### src/rtl/cs_cmd_filter.sv
module cs_cmd_filter #(
  parameter logic [3:0] GLOBAL_ADDR = 4'hB,
  parameter logic [7:0] CFG_RESET   = 8'hFF
) (
  input  logic       clk,
  input  logic       rst_n,
  input  logic       cmd_valid,
  input  logic [7:0] cmd_byte,
  input  logic       cfg_we,
  input  logic [7:0] cfg_wdata,
  input  logic       csum_done,
  output logic       cmd_accept,
  output logic       cmd_bcast,
  output logic       cfg_supv_n,
  output logic       cfg_csum_lim,
  output logic       cfg_trial_unl_n,
  output logic       cfg_eight_n,
  output logic [3:0] cfg_addr,
  output logic       crypto_rst
);

  logic [7:0] cfg;
  logic [3:0] sel;
  logic       hit_global, hit_own;

  assign sel        = cmd_byte[7:4];
  assign hit_global = sel == GLOBAL_ADDR;
  assign hit_own    = sel == cfg[3:0];

  always_ff @(posedge clk or negedge rst_n)
    if (!rst_n) cfg <= CFG_RESET;
    else if (cfg_we) cfg <= cfg_wdata;

  always_ff @(posedge clk or negedge rst_n)
    if (!rst_n) begin
      cmd_accept <= 1'b0;
      cmd_bcast  <= 1'b0;
      crypto_rst <= 1'b0;
    end else begin
      cmd_accept <= cmd_valid && (hit_global || hit_own);
      cmd_bcast  <= cmd_valid && hit_global;
      crypto_rst <= csum_done && cfg[6];
    end

  assign cfg_supv_n      = cfg[7];
  assign cfg_csum_lim    = cfg[6];
  assign cfg_trial_unl_n = cfg[5];
  assign cfg_eight_n     = cfg[4];
  assign cfg_addr        = cfg[3:0];

  assert_cfg_load_R2: assert property (@(posedge clk) disable iff (!rst_n)
    $past(cfg_we) |-> {cfg_supv_n, cfg_csum_lim, cfg_trial_unl_n, cfg_eight_n, cfg_addr} == $past(cfg_wdata));

  assert_bcast_accept_R3: assert property (@(posedge clk) disable iff (!rst_n)
    cmd_bcast |-> cmd_accept);

  assert_accept_source_R5: assert property (@(posedge clk) disable iff (!rst_n)
    cmd_accept |-> $past(cmd_valid) &&
      ($past(cmd_byte[7:4]) == GLOBAL_ADDR || $past(cmd_byte[7:4]) == $past(cfg_addr)));

  assert_idle_quiet_R6: assert property (@(posedge clk) disable iff (!rst_n)
    !$past(cmd_valid) |-> !cmd_accept && !cmd_bcast);

  assert_rst_cause_R7: assert property (@(posedge clk) disable iff (!rst_n)
    crypto_rst |-> $past(csum_done) && $past(cfg_csum_lim));

  assert_no_rst_unlimited_R8: assert property (@(posedge clk) disable iff (!rst_n)
    $past(csum_done) && !$past(cfg_csum_lim) |-> !crypto_rst);

endmodule

### config.mk
export PLATFORM = sky130hd
export DESIGN_NAME = cs_cmd_filter
export DESIGN_NICKNAME = d
export VERILOG_FILES = /design/src/rtl/cs_cmd_filter.sv
export SDC_FILE = /design/constraint.sdc
export NUM_CORES = 1
export LEC_CHECK = 0
export BUFFER_PORTS_ARGS = -buffer_cell sky130_fd_sc_hd__clkbuf_2
export CAP_MARGIN = 20
export CELL_PAD_IN_SITES_DETAIL_PLACEMENT = 0
export CELL_PAD_IN_SITES_GLOBAL_PLACEMENT = 2
export CORE_MARGIN = 4
export CORE_UTILIZATION = 24
export CTS_BUF_LIST = sky130_fd_sc_hd__clkbuf_4 sky130_fd_sc_hd__clkbuf_8
export DETAILED_ROUTE_END_ITERATION = 8
export MAX_ROUTING_LAYER = met4
export PLACE_DENSITY_LB_ADDON = 0.05
export SYNTH_ARGS = -nofsm -noshare
export SYNTH_HDL_FRONTEND = slang
export SYNTH_SLANG_ARGS = --single-unit
### constraint.sdc
create_clock -name clk -period 1.49 [get_ports clk]
set_clock_uncertainty 0.05 [all_clocks]
set_input_delay 0 -clock clk [delete_from_list [all_inputs] [get_ports clk]]
set_output_delay 0 -clock clk [all_outputs]
set_load 0.01 [all_outputs]
==> impl_metrics.toml <==
[outcome]
status = "complete, no violations"

[clock_network]
clock-root-buffer = "clkbuf_4"
htreeDepth = 1
cts.path.max_buffers = 2
clock_latency_ps = 260
cts_tree = "built"
cts_buffers = 3
clkSinkCount = 11
path_clk_slew_ps = 70
post_cts_buffers = 0

[placed_design]
placement.cell_area_um2 = 613
portBuffers = 27
hpwlAfterDp_um = 831
gp_congestion = 0.638

[worst_setup_path]
path_cells = "xor2_1, nor3_1, a31o_1"
critPathLaunchType = "flop"
cp.arrival_ps = 1260
critPathSlowestCell = "dfstp_2"
crit_type = "flop to flop"
path_max_fanout = 3
crit_buf_inv = 0
cp.required_ps = 1590
r2r_start = "cfg[3]$_DFFE_PN1P_"
cpPeakStageDelay_ps = 550
crit_family = "flip-flops"
rr_worst_depth = 3
rr_endpoint = "cmd_accept$_DFF_PN0_"
reg2reg_slack_ps = 340
end_kind = "flop"

[routing]
drcViolationCount = 0
wl_mm = 1.07
postRouteAntennaNets = 0
wl_per_cell_um = 11.3
avgViaCountPerCell = 4.05
vias = 385
initialDrtViolationCount = 1
dr.pass1.iters = 2

[worst_hold_path]
whs_path_depth = 2
min_path_type = "input pin to flop"
whs_endpoint = "cmd_bcast$_DFF_PN0_"
hp-start = "cmd_byte[6]"

[finish]
fillers = 181
design_area_um2 = 753
multi_input_area_um2 = 161
n_antenna_cell = 0
seq_area_um2 = 285
fin_nets = 92
area_growth_pct = 66.8
drive_gt1_share_pct = 67.1

[yosys]
yosysSeqAreaShare_pct = 63.2
synth_compound_area_share_pct = 1.94
synth.distinct_cells = 11
synthMuxAreaShare_pct = 19.9
synth-xor-area-share_pct = 7.76
ys_ff_latch = 11
syn_area_per_cell_um2 = 15.6
yosys.area_share.simple_pct = 6.09
netlist_area_um2 = 452
synth_top_family_by_area = "multiplexers"
synth_fa_ha_area_share_pct = 0
syn_nets = 50
netlist_instances = 29
yosys_warnings = 0

[die]
ioPinCount = 32
initial_utilization_pct = 25.6
core_um2 = 1760
die_w_um = 51.4
rows = 15
fp.dieH_um = 51.4
dieArea_um2 = 2640

[sta]
min_period_over_period_pct = 77.4
fmaxAchievable_mhz = 867
slew_viol_final = 0
rsz0062_at_grt = "false"
setup_viol = 0
worst_pin_slew_ps = 265
setup_tns_ps = 0
period_needed_ps = 1150
max-slew-margin-rel_pct = 82.3
hold_viol_final = 0

[grt]
grt_first_pass_wirelength_mm = 1.74
grtUsageTotal_pct = 9.70
globalRouteOverflowTotal = 0
first_global_vias = 415
antenna_found_initial = 0
grt_start_max_net_pins = 12

[power_and_ir_drop]
p_per_area_nw_per_um2 = 944
leakage_uw = 0.000364
peakVddDrop_mv = 0.506

[run]
maxCapViolations = 0
-- power breakdown --
part | internal, uW | switching [uW]
combinational | 80.9 | 56.1
clock | 122 | 94.4
sequential | 341 | 16.4
-- layer usage --
metal / track usage (%) / wire (um) / vias up
li1: - / - / 180
met4: 6.55 / 17 / 0
met2: 15.7 / 564 / 19
met1: 9.39 / 411 / 184
met3: 4.08 / 80 / 2
met5: - / 0 / -
-- Yosys cell counts --
| library cell | count | area share (%) |
|---|---|---|
| dfrtp_1 | 3 | 17 |
| and4bb_1 | 1 | 2.8 |
| a31o_1 | 1 | 1.9 |
| buf_2 | 1 | 1.1 |
| nor3_1 | 1 | 1.1 |
| mux2_2 | 8 | 20 |
| xor2_1 | 3 | 5.8 |
| dfstp_2 | 8 | 47 |
| xnor2_1 | 1 | 1.9 |
| nand2_1 | 1 | 0.83 |
| and2_1 | 1 | 1.4 |
-- worst max-delay path by stage --
stage | from | endpoint | slack, ps | cells past startpoint
floorplan | cfg[3]$_DFFE_PN1P_ | cmd_accept$_DFF_PN0_ | 380 | 3
global placement | cfg[2]$_DFFE_PN1P_ | cmd_accept$_DFF_PN0_ | 370 | 3
detailed placement | cfg[3]$_DFFE_PN1P_ | cmd_accept$_DFF_PN0_ | 340 | 3
CTS | cfg[3]$_DFFE_PN1P_ | cmd_accept$_DFF_PN0_ | 310 | 3
global route | cfg[2]$_DFFE_PN1P_ | cmd_accept$_DFF_PN0_ | 270 | 3
finish | cfg[3]$_DFFE_PN1P_ | cmd_accept$_DFF_PN0_ | 340 | 3
-- stage by stage --
step                worst slack [ps]  cells  utilization, %  power, uW  hold WS [ps]
finish                           337     95            42.7        711          18.2
global route                     275     95            42.7        752          22.1
CTS                              315     95            42.7        729          6.50
detailed placement               336     80            34.8        480          -164
global placement                 368     80            34.8        475          -170
floorplan                        376     29               -        419          -346
-- cells in the final DEF, fill, tap and decap left out, drive strengths merged --
cell type	Yosys	routed
and2	1	1
and4bb	1	1
a31o	1	1
dfrtp	3	3
clkbuf	0	31
xnor2	1	1
dfstp	8	8
xor2	3	3
nor3	1	1
dlygate4sd3	0	11
nand2	1	1
mux2	8	8
-- worst reg2reg max path, delay by kind of cell, from the launching register on --
kind / cells / cell delay, ps
and+or+nand+nor: 1 / 70
DFF: 1 / 550
AOI/OAI and AO/OA: 1 / 210
xor gates and xnor gates: 1 / 160
-- cell families after synthesis --
group	after synthesis
flops	11
mux	8
xor+xnor	4
simple gates	4
compound gates	1
buf+inv	1
-- layout make-up --
cell class,count,share of cell area [%]
clock buffer,4,3.99
multi-input combinational,17,21.4
sequential,11,37.9
tap,25,4.15
timing repair buffer,38,32.6
-- state kept, by name (all words and copies together), names as in the netlist --
signal / cells
cfg: 8
cmd_accept: 1
cmd_bcast: 1
crypto_rst: 1
-- repair_timing --
| item | in CTS | in global routing |
|---|---|---|
| hold endpoints to repair | 21 | 0 |
| hold buffers | 11 | 0 |
| resized for setup | 0 | 0 |
(Power assumes the default switching activity.)
